<file path="src/rtl/wlx_pkg.sv">
package wlx_pkg;
  typedef enum logic [2:0] {
    ST_IDLE,
    ST_HOLD,
    ST_TIS,
    ST_AOF,
    ST_MRS,
    ST_POST
  } wlx_state_e;

  // {RAS#, CAS#, WE#}
  localparam logic [2:0] CMD_NOP = 3'b111;
  localparam logic [2:0] CMD_MRS = 3'b000;
  localparam int         MR1_SEL = 1;
  localparam int         WL_EN_BIT = 7;
endpackage

</file>
<file path="src/rtl/wlx_phase_timer.sv">
module wlx_phase_timer #(
  parameter int W = 5
) (
  input  logic         clk,
  input  logic         rst,
  input  logic         load,
  input  logic [W-1:0] load_val,
  output logic [W-1:0] cnt,
  output logic         last
);
  logic [W-1:0] cnt_q;

  always_ff @(posedge clk) begin
    if (rst)                cnt_q <= '0;
    else if (load)          cnt_q <= load_val;
    else if (cnt_q != '0)   cnt_q <= cnt_q - W'(1);
  end

  assign cnt  = cnt_q;
  // a phase ends on the cycle its count is 1 or 0
  assign last = (cnt_q <= W'(1));
endmodule

</file>
<file path="src/rtl/wlx_seq_fsm.sv">
module wlx_seq_fsm
  import wlx_pkg::*;
#(
  parameter int CNT_W  = 4,
  parameter int RANK_W = 2
) (
  input  logic              clk,
  input  logic              rst,
  input  logic              start,
  input  logic [RANK_W-1:0] rank_in,
  input  logic [CNT_W-1:0]  t_wlo,
  input  logic [CNT_W-1:0]  t_wloe,
  input  logic [CNT_W-1:0]  t_odtl_off,
  input  logic [CNT_W-1:0]  t_aof,
  input  logic [CNT_W-1:0]  t_is,
  input  logic [CNT_W-1:0]  t_mrd,
  input  logic [CNT_W-1:0]  t_mod,
  output logic              dqs_d,
  output logic              odt_d,
  output logic              mrs_d,
  output logic              mrs_ok_d,
  output logic              cmd_ok_d,
  output logic              done_d,
  output logic              dq_valid_d,
  output logic [RANK_W-1:0] rank_q
);
  localparam int TW = CNT_W + 1;

  wlx_state_e     state, nxt;
  logic           ld;
  logic [TW-1:0]  ld_val;
  logic [TW-1:0]  tcnt;
  logic           tlast;
  logic [TW-1:0]  el;
  logic           latched;
  logic [TW-1:0]  hold_len;
  logic [CNT_W-1:0] mrd_eff, mod_eff;
  logic           in_post, post_end;

  assign hold_len = {1'b0, t_wlo} + {1'b0, t_wloe};
  assign mrd_eff  = (t_mrd == '0) ? CNT_W'(1) : t_mrd;
  assign mod_eff  = (t_mod > mrd_eff) ? t_mod : mrd_eff;
  assign in_post  = (state == ST_POST);
  assign post_end = in_post && (el >= {1'b0, mod_eff});

  wlx_phase_timer #(.W(TW)) u_timer (
    .clk      (clk),
    .rst      (rst),
    .load     (ld),
    .load_val (ld_val),
    .cnt      (tcnt),
    .last     (tlast)
  );

  always_comb begin
    nxt    = state;
    ld     = 1'b0;
    ld_val = '0;
    case (state)
      ST_IDLE: if (start) begin
        nxt = ST_HOLD; ld = 1'b1; ld_val = hold_len;
      end
      ST_HOLD: if (tlast) begin
        nxt = ST_TIS; ld = 1'b1; ld_val = {1'b0, t_is};
      end
      ST_TIS: if (tlast) begin
        nxt = ST_AOF; ld = 1'b1; ld_val = {1'b0, t_aof};
      end
      ST_AOF:  if (tlast) nxt = ST_MRS;
      ST_MRS:  nxt = ST_POST;
      ST_POST: if (post_end) nxt = ST_IDLE;
      default: nxt = ST_IDLE;
    endcase
  end

  always_ff @(posedge clk) begin
    if (rst) begin
      state   <= ST_IDLE;
      el      <= '0;
      latched <= 1'b0;
      rank_q  <= '0;
    end else begin
      state <= nxt;
      if (state == ST_MRS)  el <= TW'(1);
      else if (in_post)     el <= el + TW'(1);
      else                  el <= '0;
      if (state == ST_IDLE && start) begin
        latched <= 1'b0;
        rank_q  <= rank_in;
      end else if (post_end) begin
        latched <= 1'b1;
      end
    end
  end

  assign dqs_d      = (state == ST_HOLD);
  assign odt_d      = (state == ST_HOLD) && (tcnt > {1'b0, t_odtl_off});
  assign mrs_d      = (state == ST_MRS);
  assign mrs_ok_d   = latched || (in_post && el >= {1'b0, mrd_eff});
  assign cmd_ok_d   = latched || post_end;
  assign done_d     = post_end;
  assign dq_valid_d = dqs_d || cmd_ok_d;
endmodule

</file>
<file path="src/rtl/wlx_cmd_out.sv">
module wlx_cmd_out
  import wlx_pkg::*;
#(
  parameter int ADDR_W = 14,
  parameter int BA_W   = 3,
  parameter int RANK_W = 2
) (
  input  logic              clk,
  input  logic              rst,
  input  logic [ADDR_W-1:0] mr1_image,
  input  logic              dqs_d,
  input  logic              odt_d,
  input  logic              mrs_d,
  input  logic              mrs_ok_d,
  input  logic              cmd_ok_d,
  input  logic              done_d,
  input  logic              dq_valid_d,
  input  logic [RANK_W-1:0] rank_d,
  output logic              dqs_drive_en,
  output logic              odt,
  output logic [2:0]        cmd,
  output logic [BA_W-1:0]   ba,
  output logic [ADDR_W-1:0] addr,
  output logic              dq_valid,
  output logic              mrs_ok,
  output logic              cmd_ok,
  output logic              done,
  output logic [RANK_W-1:0] done_rank
);
  logic [ADDR_W-1:0] mr1_clr;

  for (genvar i = 0; i < ADDR_W; i++) begin : g_mask
    if (i == WL_EN_BIT) begin : g_clr
      assign mr1_clr[i] = 1'b0;
    end else begin : g_keep
      assign mr1_clr[i] = mr1_image[i];
    end
  end

  always_ff @(posedge clk) begin
    if (rst) begin
      dqs_drive_en <= 1'b0;
      odt          <= 1'b0;
      cmd          <= CMD_NOP;
      ba           <= '0;
      addr         <= '0;
      dq_valid     <= 1'b0;
      mrs_ok       <= 1'b0;
      cmd_ok       <= 1'b0;
      done         <= 1'b0;
      done_rank    <= '0;
    end else begin
      dqs_drive_en <= dqs_d;
      odt          <= odt_d;
      cmd          <= mrs_d ? CMD_MRS : CMD_NOP;
      ba           <= mrs_d ? BA_W'(MR1_SEL) : '0;
      addr         <= mrs_d ? mr1_clr : '0;
      dq_valid     <= dq_valid_d;
      mrs_ok       <= mrs_ok_d;
      cmd_ok       <= cmd_ok_d;
      done         <= done_d;
      done_rank    <= rank_d;
    end
  end
endmodule

</file>
<file path="src/rtl/wlvl_exit_seq.sv">
module wlvl_exit_seq #(
  parameter int CNT_W  = 4,
  parameter int RANK_W = 2,
  parameter int ADDR_W = 14,
  parameter int BA_W   = 3
) (
  input  logic              clk,
  input  logic              rst,
  input  logic              start,
  input  logic [RANK_W-1:0] rank_in,
  input  logic [ADDR_W-1:0] mr1_image,
  input  logic [CNT_W-1:0]  t_wlo,
  input  logic [CNT_W-1:0]  t_wloe,
  input  logic [CNT_W-1:0]  t_odtl_off,
  input  logic [CNT_W-1:0]  t_aof,
  input  logic [CNT_W-1:0]  t_is,
  input  logic [CNT_W-1:0]  t_mrd,
  input  logic [CNT_W-1:0]  t_mod,
  output logic              dqs_drive_en,
  output logic              odt,
  output logic [2:0]        cmd,
  output logic [BA_W-1:0]   ba,
  output logic [ADDR_W-1:0] addr,
  output logic              dq_valid,
  output logic              mrs_ok,
  output logic              cmd_ok,
  output logic              done,
  output logic [RANK_W-1:0] done_rank
);
  logic dqs_d, odt_d, mrs_d, mrs_ok_d, cmd_ok_d, done_d, dq_valid_d;
  logic [RANK_W-1:0] rank_q;

  wlx_seq_fsm #(.CNT_W(CNT_W), .RANK_W(RANK_W)) u_fsm (
    .clk        (clk),
    .rst        (rst),
    .start      (start),
    .rank_in    (rank_in),
    .t_wlo      (t_wlo),
    .t_wloe     (t_wloe),
    .t_odtl_off (t_odtl_off),
    .t_aof      (t_aof),
    .t_is       (t_is),
    .t_mrd      (t_mrd),
    .t_mod      (t_mod),
    .dqs_d      (dqs_d),
    .odt_d      (odt_d),
    .mrs_d      (mrs_d),
    .mrs_ok_d   (mrs_ok_d),
    .cmd_ok_d   (cmd_ok_d),
    .done_d     (done_d),
    .dq_valid_d (dq_valid_d),
    .rank_q     (rank_q)
  );

  wlx_cmd_out #(.ADDR_W(ADDR_W), .BA_W(BA_W), .RANK_W(RANK_W)) u_out (
    .clk          (clk),
    .rst          (rst),
    .mr1_image    (mr1_image),
    .dqs_d        (dqs_d),
    .odt_d        (odt_d),
    .mrs_d        (mrs_d),
    .mrs_ok_d     (mrs_ok_d),
    .cmd_ok_d     (cmd_ok_d),
    .done_d       (done_d),
    .dq_valid_d   (dq_valid_d),
    .rank_d       (rank_q),
    .dqs_drive_en (dqs_drive_en),
    .odt          (odt),
    .cmd          (cmd),
    .ba           (ba),
    .addr         (addr),
    .dq_valid     (dq_valid),
    .mrs_ok       (mrs_ok),
    .cmd_ok       (cmd_ok),
    .done         (done),
    .done_rank    (done_rank)
  );
endmodule

</file>
<file path="config.mk">
export PLATFORM = sky130hd
export DESIGN_NAME = wlvl_exit_seq
export DESIGN_NICKNAME = d
export VERILOG_FILES = /design/src/rtl/wlx_pkg.sv /design/src/rtl/wlx_phase_timer.sv /design/src/rtl/wlx_seq_fsm.sv /design/src/rtl/wlx_cmd_out.sv /design/src/rtl/wlvl_exit_seq.sv
export SDC_FILE = /design/constraint.sdc
export NUM_CORES = 1
export LEC_CHECK = 0
export BUFFER_PORTS_ARGS = -buffer_cell sky130_fd_sc_hd__clkbuf_2
export CELL_PAD_IN_SITES_DETAIL_PLACEMENT = 0
export CELL_PAD_IN_SITES_GLOBAL_PLACEMENT = 1
export CORE_MARGIN = 2
export CORE_UTILIZATION = 39
export DETAILED_ROUTE_END_ITERATION = 16
export PLACE_DENSITY_LB_ADDON = 0.1
export SYNTH_ARGS = -nofsm -noshare
export SYNTH_HDL_FRONTEND = slang
export SYNTH_SLANG_ARGS = --single-unit
</file>
<file path="constraint.sdc">
create_clock -name clk -period 6.3 [get_ports clk]
set_input_delay 0.63 -clock clk [delete_from_list [all_inputs] [get_ports clk]]
set_output_delay 0.63 -clock clk [all_outputs]
set_load 0.02 [all_outputs]
</file>
* After elaboration in Yosys (flattened, before gate mapping) *
Cells that the tools add are included.

word-level totals
  output and inout port bits = 28
  register bits = 44
  logic and storage cells = 74
  bits of input ports = 47

cells by class
  reduce and logical (&&, ||, !) cells = 16
  add/sub/neg operators = 3
  $lt $le $gt $ge = 5
  multiplexer cells = 21
  equal/unequal tests = 10
  bitwise gates (word level) = 2

operators with widths
  kind                   count
  $mux W3                6
  $pmux W3 S6            1
  $mux W4                4
  $mux W5                3
  $pmux W5 S3            1
  $ge A5 B4 Y1           2
  $eq A3 B2 Y1 const B   2
  $eq A3 B3 Y1 const B   2
  $ne A2 B2 Y1 const B   3
  $reduce_or A2 Y1       3
  $add A4 B4 Y5          1
  $add A5 B1 Y5 const B  1
  $gt A5 B4 Y1           1
  $le A5 B1 Y1 const B   1
  $mux W1                5
  $reduce_and A5 Y1      1
  $reduce_bool A5 Y1     1
  $sub A5 B1 Y5 const B  1
  $gt A4 B4 Y1           1
  $logic_and A1 B1 Y1    4
  $logic_not A4 Y1       1
  $ne A2 B1 Y1 const B   2
  $eq A3 B1 Y1 const B   1
  $logic_not A3 Y1       1
  5 further kinds        8

* Logic depth before layout (Yosys ltp) *
  word-level depth = 8
  gate-level depth with buffers = 14
  depth with buffers taken out = 14

* Modules after synthesis *
From an unflattened synthesis, not the netlist that was laid out.

unflattened totals
  cells, all modules = 236
  area total of the unflattened synthesis = 2184.6 um^2

modules (own cells, without submodules)
  module           times used  cells an instance  sequential area each (um^2)  area an instance (um^2)
  wlx_seq_fsm      1           145                220.2                        1167.4
  wlx_cmd_out      1           55                 460.4                        700.7
  wlx_phase_timer  1           36                 100.1                        316.6

* Worst setup path before layout *
OpenSTA, ideal clock, no wires.

  path type = in2reg
  start = input port t_mrd[1]
  end = register u_fsm.state[2]
  data required time = 6.233 ns
  buffers on the path = 0
  stages on the path = 13
  library setup time = 0.067 ns
  slack = 3.043 ns
  data arrival time = 3.190 ns
  cells stage by stage = inv_1 > ha_1 > nor2b_1 > o21a_1 > o21a_1 > o21ai_1 > mux2i_1 > ha_1 > or2_2 > a211oi_1 > nor2_1 > a211o_1 > a21oi_2

on the way
  longest elaborated chain between the ends = 8

RTL lines
  what                             RTL line             source
  from (decl)                      wlvl_exit_seq.sv:17  input logic [CNT_W-1:0] t_mrd,
  $logic_not A4 Y1                 wlx_seq_fsm.sv:41    assign mrd_eff = (t_mrd == '0) ? CNT_W'(1) : t_mrd;
  $mux W4 (*)                      wlx_seq_fsm.sv:41
  $gt A4 B4 Y1                     wlx_seq_fsm.sv:42    assign mod_eff = (t_mod > mrd_eff) ? t_mod : mrd_eff;
  $mux W4 (*)                      wlx_seq_fsm.sv:42
  $ge A5 B4 Y1 (*)                 wlx_seq_fsm.sv:44    assign post_end = in_post && (el >= {1'b0, mod_eff});
  $logic_and A1 B1 Y1 (*)          wlx_seq_fsm.sv:44
  $ne A2 B2 Y1 (no line) (*)       -
  $reduce_and A5 Y1 (no line) (*)  -
  to (signal assigned)             wlx_seq_fsm.sv:83    state <= nxt;
  to (decl)                        wlx_seq_fsm.sv:29    wlx_state_e state, nxt;

Mark *: on every way between the ends. The rest lies on a longest branch, timed or not.
A chain may end at the register's enable or synchronous reset.

* Final worst setup path *
Ends and elaborated chain as after synthesis.

==> impl_metrics.json <==
{
  "holdPathEnd": "u_out.done_rank[1]",
  "synth_compound_area_frac": 0.148,
  "syn_avg_cell_area_um2": 9.76,
  "setup_viol": 0,
  "use_met3": 0.0329,
  "maxCapViolCount": 0,
  "status": "finished, final reports clean",
  "synth_top_family_by_area": "simple AND/OR/NAND/NOR gates",
  "overflow": 0,
  "hold_buffers": 0,
  "critPathArrivalTime_ns": 3.58,
  "yosysUniqueCellTypes": 45,
  "drtIter0Drc": 32,
  "ir_worst_vdd_uv": 169,
  "synthCells": 211,
  "use_met2": 0.246,
  "ys_warn_count": 0,
  "drv_slew": 0,
  "cts_tree": "done",
  "final_nets": 349,
  "hold_start": "u_fsm.rank_q[1]",
  "ys_seq_area_frac": 0.379,
  "rsz0062_at_grt": "no",
  "fin_total_pwr_uw": 857,
  "r2r_end": "u_fsm.u_timer.cnt[3]",
  "num_vias": 1655,
  "yosysTopAreaCellShare": 0.379,
  "dieWidth_um": 76.7,
  "antenna_cells": 0,
  "htree_levels": 2,
  "syn_to_final_growth_pct": 23.0,
  "coreArea_um2": 5110,
  "yosys-top-cells-area": "dfxtp_1 38%, ha_1 14%, and3_1 4.6%",
  "die_area_um2": 5880,
  "row_count": 26,
  "worstHoldPathCells": 1,
  "top_usage_layer": "met2",
  "multiInputGateArea_um2": 1150,
  "synth_common_cells": "39 x dfxtp_1, 23 x ha_1, 19 x nor2_1",
  "ys.flop_type": "dfxtp_1",
  "clkLatencyLatePin_ns": 0.29,
  "fin_setup_tns_ns": 0,
  "skew_ns": 0.00412,
  "via_per_inst": 4.74,
  "tightest_slew_ns": 0.852,
  "grt_pass1_wl_mm": 7.13,
  "rrSetupSlack_ns": 4.05,
  "cts_resized": 0,
  "async_reset_ff_frac": 0,
  "clock_tree.buffer_depth": 2,
  "slew-limit-headroom": 0.430,
  "numCtsBuffers": 5,
  "yosys.area_share.adder": 0.149,
  "power_density_nw_per_um2": 338,
  "cp_max_fo": 4,
  "place_hpwl_mm": 3.19,
  "clock_sinks": 39,
  "max_clock_freq_ghz": 0.298,
  "drive_above_1_share": 0.315,
  "fill_cells": 513,
  "synth_seq_cells": 39,
  "critPathCaptureType": "register",
  "gp_congestion": 0.708,
  "place_ws_ns": 2.65,
  "hold_slack_ns": 0.469,
  "grt_max_degree": 17,
  "synth_most_common_cell": "dfxtp_1",
  "critPathKind": "in -> reg",
  "r2r_cells": 5,
  "die_h_um": 76.7,
  "path_clk_slew_ns": 0.08,
  "synth_area_leader_cell": "dfxtp_1",
  "dr.pass1.iters": 5,
  "muxShareOfSynthArea": 0.0395,
  "synth_edf_count": 0,
  "drcViolationCount": 0,
  "leakagePower_uw": 0.00129,
  "period_share": 0.532,
  "regArea_um2": 781,
  "globalRouteMet1Util": 0.193,
  "period_needed_ns": 3.35,
  "worstSetupStartpointType": "input pin",
  "grt_antenna_before_repair": 0,
  "postCtsSetupBuffers": 0,
  "hp-class": "reg -> reg",
  "cts-root-buf": "clkbuf_8",
  "required_ns": 6.52,
  "start_util": 0.403,
  "ant_nets": 0,
  "post-route-util": 0.496,
  "synth_simple_gate_area_frac": 0.184,
  "synth_xor_xnor_area_share": 0.0340,
  "grt_pass1_vias": 1543,
  "port_buffers": 70,
  "routed_wl_mm": 4.14,
  "synth_area_um2": 2060,
  "r2r_start": "u_fsm.state[1]",
  "finalWorstSetupSlack_ns": 2.95,
  "wl_per_cell_um": 11.9,
  "hold_viol_final": 0,
  "io_pins": 75,
  "grt.total_usage": 0.149
}
## registers in the layout, indices dropped and copies added, names as in the netlist, 2 cells and up
register / cells
u_out.addr: 13
u_out.done_rank: 2
u_fsm.el: 5
u_fsm.rank_q: 2
u_fsm.state: 3
u_fsm.u_timer.cnt: 5
## worst max-delay path by stage
stage,startpoint,endpoint,cells past startpoint
floorplan,t_mrd[1],u_fsm.state[2],13
global placement,t_mrd[3],u_fsm.state[2],15
detailed placement,t_mrd[3],u_out.dq_valid,15
CTS,t_mrd[1],u_out.dq_valid,14
global route,t_mrd[1],u_out.cmd_ok,14
finish,t_mrd[1],u_fsm.state[2],14
## cell families (layout without fill, tap and decap cells)
| family | after synthesis | after routing |
|---|---|---|
| buf+inv | 25 | 91 |
| simple gates | 66 | 66 |
| mux | 8 | 8 |
| flops | 39 | 39 |
| compound gates | 40 | 40 |
| fa+ha+maj | 24 | 24 |
| other cells | 1 | 3 |
| xor+xnor | 8 | 8 |
## area by class of cell
class / count / area share
Multi-Input combinational cell: 149 / 0.455
Sequential cell: 39 / 0.308
Timing Repair Buffer: 70 / 0.138
Tap cell: 70 / 0.0346
Clock buffer: 5 / 0.0272
Inverter: 13 / 0.0193
Clock inverter: 3 / 0.0173
## critical path, stage by stage
cell,delay [ns]
clkbuf_2,0.09
inv_1,0.07
ha_1,0.29
nor2b_1,0.13
o21a_1,0.16
o21a_1,0.16
o21ai_1,0.36
mux2i_1,0.25
ha_1,0.24
or2_2,0.26
a211oi_1,0.35
nor2_1,0.14
a211o_1,0.33
a21oi_2,0.12
## placed cells by master (no fill, tap or decap), drive strengths merged
master,n
clkbuf,75
dfxtp,39
ha,23
nor2,19
and3,15
inv,13
mux2i,7
nor2b,7
o21ai,7
a21oi,6
nand2,5
xor2,5
a221oi,5
a21o,4
a211oi,4
nand2b,4
a22oi,4
o21a,3
nand4,3
xnor2,3
nor3,3
conb,3
nor4,2
nand3,2
o21bai,2
or2,2
a31oi,2
clkinv,2
a31o,1
mux2,1
or3b,1
or4,1
nor3b,1
a211o,1
nor4b,1
a311oi,1
fa,1
bufinv,1
## where the power goes
group	total, µW	internal [µW]	switching (µW)
registers	318	277	41.3
clock network	208	118	90.1
logic	331	151	180
## stage by stage
stage                     area, µm²  std cells
after floorplan                2070        213
after global placement         2420        341
after detailed placement       2420        341
after CTS                      2530        349
after global routing           2530        349
final                          2530        349
## routing by layer
layer	share of wire	wire length, µm
met5	0	0
met4	0.013	55
met3	0.044	183
met2	0.48	1970
met1	0.47	1930
Note: power is estimated with default switching activity, not from simulation.
